**config.mk**
```make
export PLATFORM = sky130hd
export DESIGN_NAME = dma_ll_engine
export DESIGN_NICKNAME = d
export VERILOG_FILES = /design/src/rtl/dma_ll_pkg.sv /design/src/rtl/dma_trig_sel.sv /design/src/rtl/dma_chunk_buf.sv /design/src/rtl/dma_ll_engine.sv
export SDC_FILE = /design/constraint.sdc
export NUM_CORES = 2
export LEC_CHECK = 0
export ABC_AREA = 1
export BUFFER_PORTS_ARGS = -buffer_cell sky130_fd_sc_hd__buf_2
export CORE_ASPECT_RATIO = 0.9
export CORE_MARGIN = 8
export CORE_UTILIZATION = 30
export DETAILED_ROUTE_END_ITERATION = 12
export REMOVE_ABC_BUFFERS = 1
export SYNTH_ARGS = -nofsm -noshare
export SYNTH_HDL_FRONTEND = slang
export SYNTH_SLANG_ARGS = --single-unit
export TNS_END_PERCENT = 20
```
**constraint.sdc**
```tcl
create_clock -name clk -period 12.5 [get_ports clk]
set_clock_uncertainty 0.1 [all_clocks]
set_input_delay 0.625 -clock clk [delete_from_list [all_inputs] [get_ports clk]]
set_output_delay 0.625 -clock clk [all_outputs]
set_load 0.005 [all_outputs]
```
**src/rtl/dma_ll_pkg.sv**
```systemverilog
`timescale 1ns/1ps
package dma_ll_pkg;

    typedef enum logic [2:0] {
        ST_IDLE  = 3'd0,
        ST_WAIT  = 3'd1,
        ST_FETCH = 3'd2,
        ST_READ  = 3'd3,
        ST_WRITE = 3'd4,
        ST_ACK   = 3'd5
    } dma_state_e;

    // descriptor word positions, fixed by the fetch order
    localparam logic [2:0] FLD_SRC  = 3'd0;
    localparam logic [2:0] FLD_DST  = 3'd1;
    localparam logic [2:0] FLD_LEN  = 3'd2;
    localparam logic [2:0] FLD_AADR = 3'd3;
    localparam logic [2:0] FLD_AMSK = 3'd4;
    localparam logic [2:0] FLD_LINK = 3'd5;

endpackage

```
**src/rtl/dma_trig_sel.sv**
```systemverilog
`timescale 1ns/1ps
module dma_trig_sel #(
    parameter int unsigned NTRIG = 16,
    localparam int unsigned SW = $clog2(NTRIG)
) (
    input  logic             clk,
    input  logic             rst_n,
    input  logic [NTRIG-1:0] trig_in,
    input  logic [SW-1:0]    sel,
    input  logic             armed,
    input  logic             take,
    input  logic             flush,
    output logic             fire
);
    logic [NTRIG-1:0] prev_d, prev_q;
    logic             pend_d, pend_q;
    logic             rise;

    always_comb begin
        prev_d = trig_in;
        rise   = trig_in[sel] & ~prev_q[sel];
        fire   = armed & (pend_q | rise);
        pend_d = (pend_q | (armed & rise)) & ~take & ~flush;
    end

    always_ff @(posedge clk or negedge rst_n) begin
        if (!rst_n) begin
            prev_q <= '0;
            pend_q <= 1'b0;
        end else begin
            prev_q <= prev_d;
            pend_q <= pend_d;
        end
    end
endmodule

```
**src/rtl/dma_chunk_buf.sv**
```systemverilog
`timescale 1ns/1ps
module dma_chunk_buf #(
    parameter int unsigned DW    = 32,
    parameter int unsigned DEPTH = 32,
    localparam int unsigned IW   = $clog2(DEPTH)
) (
    input  logic          clk,
    input  logic          we,
    input  logic [IW-1:0] waddr,
    input  logic [DW-1:0] wdata,
    input  logic [IW-1:0] raddr,
    output logic [DW-1:0] rdata
);
    logic [DW-1:0] slot_q [DEPTH];

    for (genvar g = 0; g < DEPTH; g++) begin : g_slot
        always_ff @(posedge clk) begin
            if (we && (waddr == IW'(g))) begin
                slot_q[g] <= wdata;
            end
        end
    end

    always_comb rdata = slot_q[raddr];
endmodule

```
**src/rtl/dma_ll_engine.sv**
```systemverilog
`timescale 1ns/1ps
module dma_ll_engine
    import dma_ll_pkg::*;
#(
    parameter int unsigned AW          = 32,
    parameter int unsigned DW          = 32,
    parameter int unsigned NTRIG       = 16,
    parameter int unsigned BURST_WORDS = 32,
    localparam int unsigned SW         = $clog2(NTRIG)
) (
    input  logic             clk,
    input  logic             rst_n,
    input  logic             start,
    input  logic             abort,
    input  logic             irq_clr,
    input  logic [AW-1:0]    head_ptr,
    input  logic [SW-1:0]    req_sel,
    input  logic [NTRIG-1:0] trig_in,
    output logic             mem_req,
    output logic             mem_we,
    output logic [AW-1:0]    mem_addr,
    output logic [DW-1:0]    mem_wdata,
    input  logic             mem_ready,
    input  logic [DW-1:0]    mem_rdata,
    output logic             busy,
    output logic             irq_node,
    output logic             irq_chain,
    output logic             aborted
);
    localparam int unsigned CW = $clog2(BURST_WORDS);
    localparam int unsigned LW = DW - 2;
    localparam logic [AW-1:0] STEP = AW'(DW / 8);

    typedef struct packed {
        dma_state_e    state;
        logic [AW-1:0] cur;
        logic [AW-1:0] src;
        logic [AW-1:0] dst;
        logic [AW-1:0] ack_addr;
        logic [DW-1:0] ack_mask;
        logic [AW-1:0] link;
        logic [2:0]    fld;
        logic [LW-1:0] words;
        logic [CW:0]   beat;
        logic [CW:0]   chunk;
        logic          f_node;
        logic          f_chain;
        logic          f_abort;
        logic          abort_pend;
    } eng_regs_t;

    eng_regs_t r_d, r_q;

    logic          hs;
    logic          st_wait;
    logic          fire;
    logic          take;
    logic          flush;
    logic          buf_we;
    logic [DW-1:0] buf_rdata;

    function automatic logic [CW:0] chunk_of(input logic [LW-1:0] w);
        if (w > LW'(BURST_WORDS)) begin
            return (CW+1)'(BURST_WORDS);
        end
        return w[CW:0];
    endfunction

    // memory master outputs decoded from the registered state
    always_comb begin
        mem_req   = 1'b0;
        mem_we    = 1'b0;
        mem_addr  = '0;
        mem_wdata = '0;
        unique case (r_q.state)
            ST_FETCH: begin
                mem_req  = 1'b1;
                mem_addr = r_q.cur + (AW'(r_q.fld) * STEP);
            end
            ST_READ: begin
                mem_req  = 1'b1;
                mem_addr = r_q.src;
            end
            ST_WRITE: begin
                mem_req   = 1'b1;
                mem_we    = 1'b1;
                mem_addr  = r_q.dst;
                mem_wdata = buf_rdata;
            end
            ST_ACK: begin
                mem_req   = 1'b1;
                mem_we    = 1'b1;
                mem_addr  = r_q.ack_addr;
                mem_wdata = r_q.ack_mask;
            end
            default: ;
        endcase
    end

    assign hs      = mem_req & mem_ready;
    assign st_wait = (r_q.state == ST_WAIT);
    assign take    = st_wait & fire;
    assign flush   = (r_q.state == ST_IDLE) & start;
    assign buf_we  = (r_q.state == ST_READ) & hs;

    dma_trig_sel #(
        .NTRIG (NTRIG)
    ) i_trig (
        .clk     (clk),
        .rst_n   (rst_n),
        .trig_in (trig_in),
        .sel     (req_sel),
        .armed   (busy),
        .take    (take),
        .flush   (flush),
        .fire    (fire)
    );

    dma_chunk_buf #(
        .DW    (DW),
        .DEPTH (BURST_WORDS)
    ) i_buf (
        .clk   (clk),
        .we    (buf_we),
        .waddr (r_q.beat[CW-1:0]),
        .wdata (mem_rdata),
        .raddr (r_q.beat[CW-1:0]),
        .rdata (buf_rdata)
    );

    always_comb begin
        r_d = r_q;
        if (irq_clr) begin
            r_d.f_node  = 1'b0;
            r_d.f_chain = 1'b0;
        end
        unique case (r_q.state)
            ST_IDLE: begin
                if (start) begin
                    r_d.state   = ST_WAIT;
                    r_d.cur     = head_ptr;
                    r_d.f_node  = 1'b0;
                    r_d.f_chain = 1'b0;
                    r_d.f_abort = 1'b0;
                end
            end
            ST_WAIT: begin
                if (fire) begin
                    r_d.state = ST_FETCH;
                    r_d.fld   = FLD_SRC;
                end
            end
            ST_FETCH: begin
                if (hs) begin
                    r_d.fld = r_q.fld + 3'd1;
                    unique case (r_q.fld)
                        FLD_SRC:  r_d.src      = mem_rdata[AW-1:0];
                        FLD_DST:  r_d.dst      = mem_rdata[AW-1:0];
                        FLD_LEN:  r_d.words    = mem_rdata[DW-1:2];
                        FLD_AADR: r_d.ack_addr = mem_rdata[AW-1:0];
                        FLD_AMSK: r_d.ack_mask = mem_rdata;
                        default: begin
                            r_d.link = mem_rdata[AW-1:0];
                            r_d.beat = '0;
                            if (r_q.words != '0) begin
                                r_d.state = ST_READ;
                                r_d.chunk = chunk_of(r_q.words);
                            end else begin
                                r_d.state = ST_ACK;
                            end
                        end
                    endcase
                end
            end
            ST_READ: begin
                if (hs) begin
                    r_d.src = r_q.src + STEP;
                    if (r_q.beat == r_q.chunk - (CW+1)'(1)) begin
                        r_d.state = ST_WRITE;
                        r_d.beat  = '0;
                    end else begin
                        r_d.beat = r_q.beat + (CW+1)'(1);
                    end
                end
            end
            ST_WRITE: begin
                if (hs) begin
                    r_d.dst   = r_q.dst + STEP;
                    r_d.words = r_q.words - LW'(1);
                    if (r_q.beat == r_q.chunk - (CW+1)'(1)) begin
                        r_d.beat = '0;
                        if (r_q.words == LW'(1)) begin
                            r_d.state = ST_ACK;
                        end else begin
                            r_d.state = ST_READ;
                            r_d.chunk = chunk_of(r_q.words - LW'(1));
                        end
                    end else begin
                        r_d.beat = r_q.beat + (CW+1)'(1);
                    end
                end
            end
            ST_ACK: begin
                if (hs) begin
                    r_d.f_node = 1'b1;
                    if (r_q.link == '0) begin
                        r_d.state   = ST_IDLE;
                        r_d.f_chain = 1'b1;
                    end else begin
                        r_d.cur   = r_q.link;
                        r_d.state = ST_WAIT;
                    end
                end
            end
            default: r_d.state = ST_IDLE;
        endcase

        // abort waits for a beat boundary
        if (r_q.state != ST_IDLE) begin
            if (abort || r_q.abort_pend) begin
                if (!mem_req || mem_ready) begin
                    r_d.state      = ST_IDLE;
                    r_d.f_abort    = 1'b1;
                    r_d.abort_pend = 1'b0;
                end else begin
                    r_d.abort_pend = 1'b1;
                end
            end
        end else begin
            r_d.abort_pend = 1'b0;
        end
    end

    always_ff @(posedge clk or negedge rst_n) begin
        if (!rst_n) begin
            r_q <= '0;
        end else begin
            r_q <= r_d;
        end
    end

    assign busy      = (r_q.state != ST_IDLE);
    assign irq_node  = r_q.f_node;
    assign irq_chain = r_q.f_chain;
    assign aborted   = r_q.f_abort;

endmodule

```
**Yosys cells after proc, flatten, opt, wreduce, memory -nomap -nowiden**

Memory sizes are Yosys's and may differ from the RTL's.
Index checks and enable logic that the tools add are counted.
W data, S select, Z words.

- Equality and inequality tests: 57
- Add/sub/neg operators: 7
- Reduce and logical (&&, ||, !) cells: 90
- Bitwise logic cells: 15
- $lt $le $gt $ge: 3
- Mux-type cells: 231

Operators with widths:

| operator | count |
|---|---|
| $mux W32 | 39 |
| $reduce_or A32 Y1 | 31 |
| $pmux W32 S2 | 4 |
| $mux W205 | 1 |
| $mux W5 | 31 |
| $pmux W32 S4 | 1 |
| $mux W1 | 116 |
| $eq A5 B5 Y1 const B | 16 |
| $mux W35 | 2 |
| $add A32 B3 Y32 const B | 2 |
| $gt A30 B6 Y1 const B | 2 |
| $pmux W30 S2 | 1 |
| $mux W6 | 9 |
| $mux W3 | 14 |
| $mux W42 | 1 |
| $eq A5 B4 Y1 const B | 8 |
| $add A32 B5 Y32 | 1 |
| $logic_and A1 B1 Y1 | 32 |
| $logic_not A32 Y1 | 1 |
| $eq A30 B1 Y1 const B | 1 |
| $mux W30 | 1 |
| $reduce_bool A30 Y1 | 1 |
| $sub A30 B1 Y30 const B | 1 |
| $ne A2 B2 Y1 const B | 11 |
| 36 further kinds | 76 |

- Input port bits: 90
- Memories: 1
- Memory bits (writable): 1024
- Output and inout bits: 70
- Flip-flop bits (word level): 261

Memories:

| memory | depth | width | read ports | clocked after Yosys merged registers in | wr ports | line | source |
|---|---|---|---|---|---|---|---|
| i_buf.slot_q | 32 | 32 | 1 | 0 | 1 | dma_chunk_buf.sv:14 | `logic [DW-1:0] slot_q [DEPTH];` |

**Logic depth before layout (Yosys ltp)**

- Depth in word-level cells: 40
- Mapped depth: 15

**Modules after synthesis**

Synthesis repeated with hierarchy kept, for this count alone.

- Cells, all modules: 5635
- Area, all modules: 57442.6 sq um

Modules (own cells, without submodules):

| module | area each (sq um) | cells an instance | sequential area each (sq um) | instances |
|---|---|---|---|---|
| dma_chunk_buf | 41766.3 | 3522 | 30749.5 | 1 |
| dma_ll_engine | 14981.9 | 2044 | 6105.9 | 1 |
| dma_trig_sel | 694.4 | 69 | 425.4 | 1 |

**Worst setup path after synthesis**

No wires, ideal clock.

- Path type: register -> register
- Start point: reg r_q[11] in the netlist's numbering
- End point: mem i_buf.slot_q[12][0], enable pin
- Arrival: 3.698 ns
- Cell stages (with the launch flop): 8
- Slack: 8.241 ns
- Buffers on the path: 3
- Clock period less this slack: 4.259 ns
- Required time: 11.939 ns
- Library setup time: 0.461 ns
- Cell sequence: dfrtp_1 -> buf_2 -> inv_1 -> clkbuf_1 -> clkbuf_1 -> ha_1 -> inv_1 -> nor3_1

- Longest elaborated chain between the ends: 36
- Elaborated cells on any way between the ends: 221

Ends and longest elaborated chain:

| what | line | source |
|---|---|---|
| start: declaration | dma_ll_engine.sv:52 | `eng_regs_t r_d, r_q;` |
| start signal: assignment | dma_ll_engine.sv:238 | `r_q <= r_d;` |
| $eq A5 B1 Y1 | dma_chunk_buf.sv:18 | `if (we && (waddr == IW'(g))) begin` |
| $logic_and A1 B1 Y1 | dma_chunk_buf.sv:18 |  |
| $mux W1 | dma_chunk_buf.sv:18 |  |
| $mux W1 (implied by the code) | dma_chunk_buf.sv:19 | `slot_q[g] <= wdata;` |
| $reduce_or A32 Y1 (no line) | n/a |  |
| $mux W5 (no line) or $mux W1 (tied branches) (31 in a row) | n/a |  |
| end: declaration | dma_chunk_buf.sv:14 |  |

Parallel ways exist; a longest one is shown, timed or not.

**Worst setup path in the final report**

- Start point: reg r_q[10] in the netlist's numbering
- End point: out mem_wdata[0]

- Longest elaborated chain between the ends: 2

Ends and longest elaborated chain:

| what | line | source |
|---|---|---|
| $mem_v2 Z32 W32 | n/a |  |
| $pmux W32 S2 | dma_ll_engine.sv:75 | `unique case (r_q.state)` |
| end: declaration | dma_ll_engine.sv:22 | `output logic [DW-1:0] mem_wdata,` |

No other way between the ends.

==> impl_metrics.csv <==
group,metric,value,unit
pwr,sequentialPowerShare,0.431,
yosys,synth_fa_ha_area_frac,0.00487,
global_routing,grt-ovfl-total,0,
pwr,power_density,197,nW/um^2
setup_path,critPathArrivalTime,5.22,ns
floorplan,rows,149,
global_routing,grt_pass1_vias,39600,
placed_design,port_buffers,159,
routing,wl,193,mm
global_routing,grtUsageTotal,0.185,
cts,htreeDepth,3,
yosys,synth_edf_count,1024,
global_routing,grt_max_degree,220,
yosys,yosys.area.top_type,"edfxtp_1",
pwr,cellLeakagePower,0.0223,uW
yosys,synthXorXnorAreaFrac,0.00473,
global_routing,grt_pass1_wl,279,mm
pwr,clkPwrFrac,0.295,
floorplan,dieArea,199000,um^2
cts,clockBufferDepth,3,
run,maxCapViolCount,0,
placed_design,gp_congestion,0.916,
setup_path,worstSetupPathType,"reg -> out",
pwr,p_comb_frac,0.273,
yosys,synth.most_common_cell,"edfxtp_1",
pwr,total_power,12500,uW
yosys,ys_top_cells_by_area,"edfxtp_1 55%, dfrtp_1 12%, o21ai_0 6.8%",
pwr,switching_share,0.365,
layout,final_core_util,0.344,
global_routing,antenna_found_initial,22,
setup_path,worstPathRequired,11.77,ns
pwr,peakVddDrop,0.000179,V
cts,ctsResizeCount,0,
setup_path,path_max_fanout,219,
timing,period_needed,5.94,ns
cts,clock_latency,0.77,ns
floorplan,ioPinCount,160,
timing,slew_viol_final,0,
setup_path,critical_path.startpoint_type,"register",
timing,rsz0062_at_grt,"false",
pwr,p_sw,4550,uW
routing,vias,41800,
layout,final_nets,5375,
routing,viasPerCell,5.38,
timing,final_hold_viol_count,0,
yosys,yosys.area_share.simple,0.147,
yosys,synthDistinctLibCells,53,
yosys,ys_seq_elements,1285,
routing,first_iter_violations,5980,
floorplan,die_w,469,um
layout,layout-drive-gt1-share,0.102,
yosys,seq_area_frac_synth,0.672,
yosys,synth_ff_type,"edfxtp_1",
floorplan,die_y,424,um
yosys,netlist_instances,5180,
floorplan,placeableCoreArea,184000,um^2
routing,firstDrtPassIters,6,
routing,avgRoutedWirePerCell,24.8,um
timing,whs,0.0830,ns
cts,path_clk_slew,0.07,ns
timing,max_freq,168,MHz
outcome,run_status,"completed",
worst_hold_path,hp-class,"in -> reg",
yosys,synthMuxAreaShare,0,
routing,ant_nets,0,
timing,relSlewSlack,0.0414,
cts,cts_tree,"done",
layout,syn_to_final_growth,13.8,%
yosys,ys_top_cells_by_count,"1024 x edfxtp_1, 832 x nand2_1, 749 x o21ai_0",
placed_design,dp_hpwl,117,mm
yosys,synth_compound_area_frac,0.130,
yosys,synth_top_family_by_area,"simple AND/OR/NAND/NOR gates",
yosys,yosys_warnings,0,
routing,drc,0,
timing,tns,0,ns
timing,finalSetupViolCount,0,
setup_path,crit_path_end_kind,"output pin",
yosys,synthArstFlopShare,0.203,
cts,cts_sinks,1285,
timing,fin_crit_sh,0.476,
yosys,synth_top_area_share,0.554,
cts,cts_made_buffers,119,
floorplan,start_util,0.302,
timing,tightest_slew,1.43,ns
pwr,p_int,7920,uW
cts,root_buffer,"clkbuf_16",
yosys,avgSynthCellArea,10.7,um^2
yosys,synth_area,55500,um^2
-- worst paths after layout --
kind	from	to	slack, ns	cells past startpoint
worst max register to register	r_q[10]	i_buf.slot_q[14][0]	7.21	7
worst max-delay path	r_q[10]	mem_wdata[0]	6.56	10
min in group asynchronous	rst_n	r_q[37]	0.42	2
max in group asynchronous	rst_n	r_q[11]	10.37	3
worst min register to register	aborted	aborted	0.38	2
worst min-delay path	abort	r_q[0]	0.08	3
-- stage by stage --
stage,area [um^2],std cells,worst slack [ns]
after floorplan,54300,4883,-10.80
after detailed placement,59100,7542,7.21
after global routing,63100,7783,6.13
after global placement,59100,7542,7.34
after CTS,63100,7783,6.53
final,63100,7784,6.56
-- what timing repair did --
action | CTS | global route
hold buffers | 17 | 0
endpoints found under the hold margin | 109 | 0
setup buffers | 0 | 0
-- cells by family after synthesis --
kind of cell | count (synthesis)
simple gates | 1952
compound gates | 1308
flops | 1285
buf+inv | 584
xor+xnor | 30
fa+ha+maj | 21
-- cell type report --
cell class / instances / area, um^2
flip-flops and latches: 1285 / 37300
inverters: 287 / 1090
clock buffers: 150 / 3180
clock inverters: 74 / 722
repair buffers: 260 / 1670
multi-input cells: 3311 / 16200
diodes: 1 / 2.50
well taps: 2416 / 3020
fillers: 18100 / 120000
-- critical path, cell delays in order (launching register included) --
cell and delay (ns):
dfrtp_4 0.75, inv_8 0.56, buf_12 0.66, buf_4 0.96
o21ai_0 0.17, o22ai_1 0.17, nand2_1 0.08, nand4_1 0.16
o211ai_1 0.24, nand2_1 0.22, buf_2 0.14
-- state kept, by name (all words and copies together), names as in the netlist --
signal,count
aborted,1
i_trig.prev_q,16
i_trig.pend_q,1
irq_node,1
i_buf.slot_q,1024
irq_chain,1
r_q,241
-- routing by layer --
metal  GRT usage  vias up  part of all wire
met4      0.0616        0             0.037
met3      0.0372      325             0.095
met5           0        -                 0
met2       0.295     2124              0.46
met1       0.254    20800              0.41
li1            -    18600                 -
-- layout by cell type (no fill, tap or decap), types with 17 or more instances in the layout --
cell           Yosys  final
clkinv_2           0     26
buf_2             60    158
a31oi_1           21     21
clkbuf_16          0    119
clkbuf_1         202     22
ha_1              20     20
o21ai_0          749    749
nor3_1            55     39
nor3_2             2     18
inv_1            269    264
buf_4              6     79
dfrtp_1          261    258
nor2_2            22     22
nand2_1          832    830
clkinv_1           4     26
xor2_1            20     20
a21oi_1          124    124
nor2_1           732    713
o22ai_1          266    266
nand3_1          146    144
nand4_1          115    115
nand2_2           15     17
o211ai_1          23     23
edfxtp_1        1024   1024
a22oi_1           19     19
dlygate4sd3_1      0     17
nor2_4            13     32
o21ai_1           42     41
-- power by group through the flow --
stage | clock [uW] | combinational, uW | sequential [uW]
after global routing | 3890 | 3760 | 5410
after floorplan | 0 | 2130 | 5420
after global placement | 0 | 3340 | 5440
after detailed placement | 0 | 3370 | 5440
final | 3680 | 3410 | 5380
after CTS | 3730 | 3390 | 5360
Power figures use the tool's default switching activity.
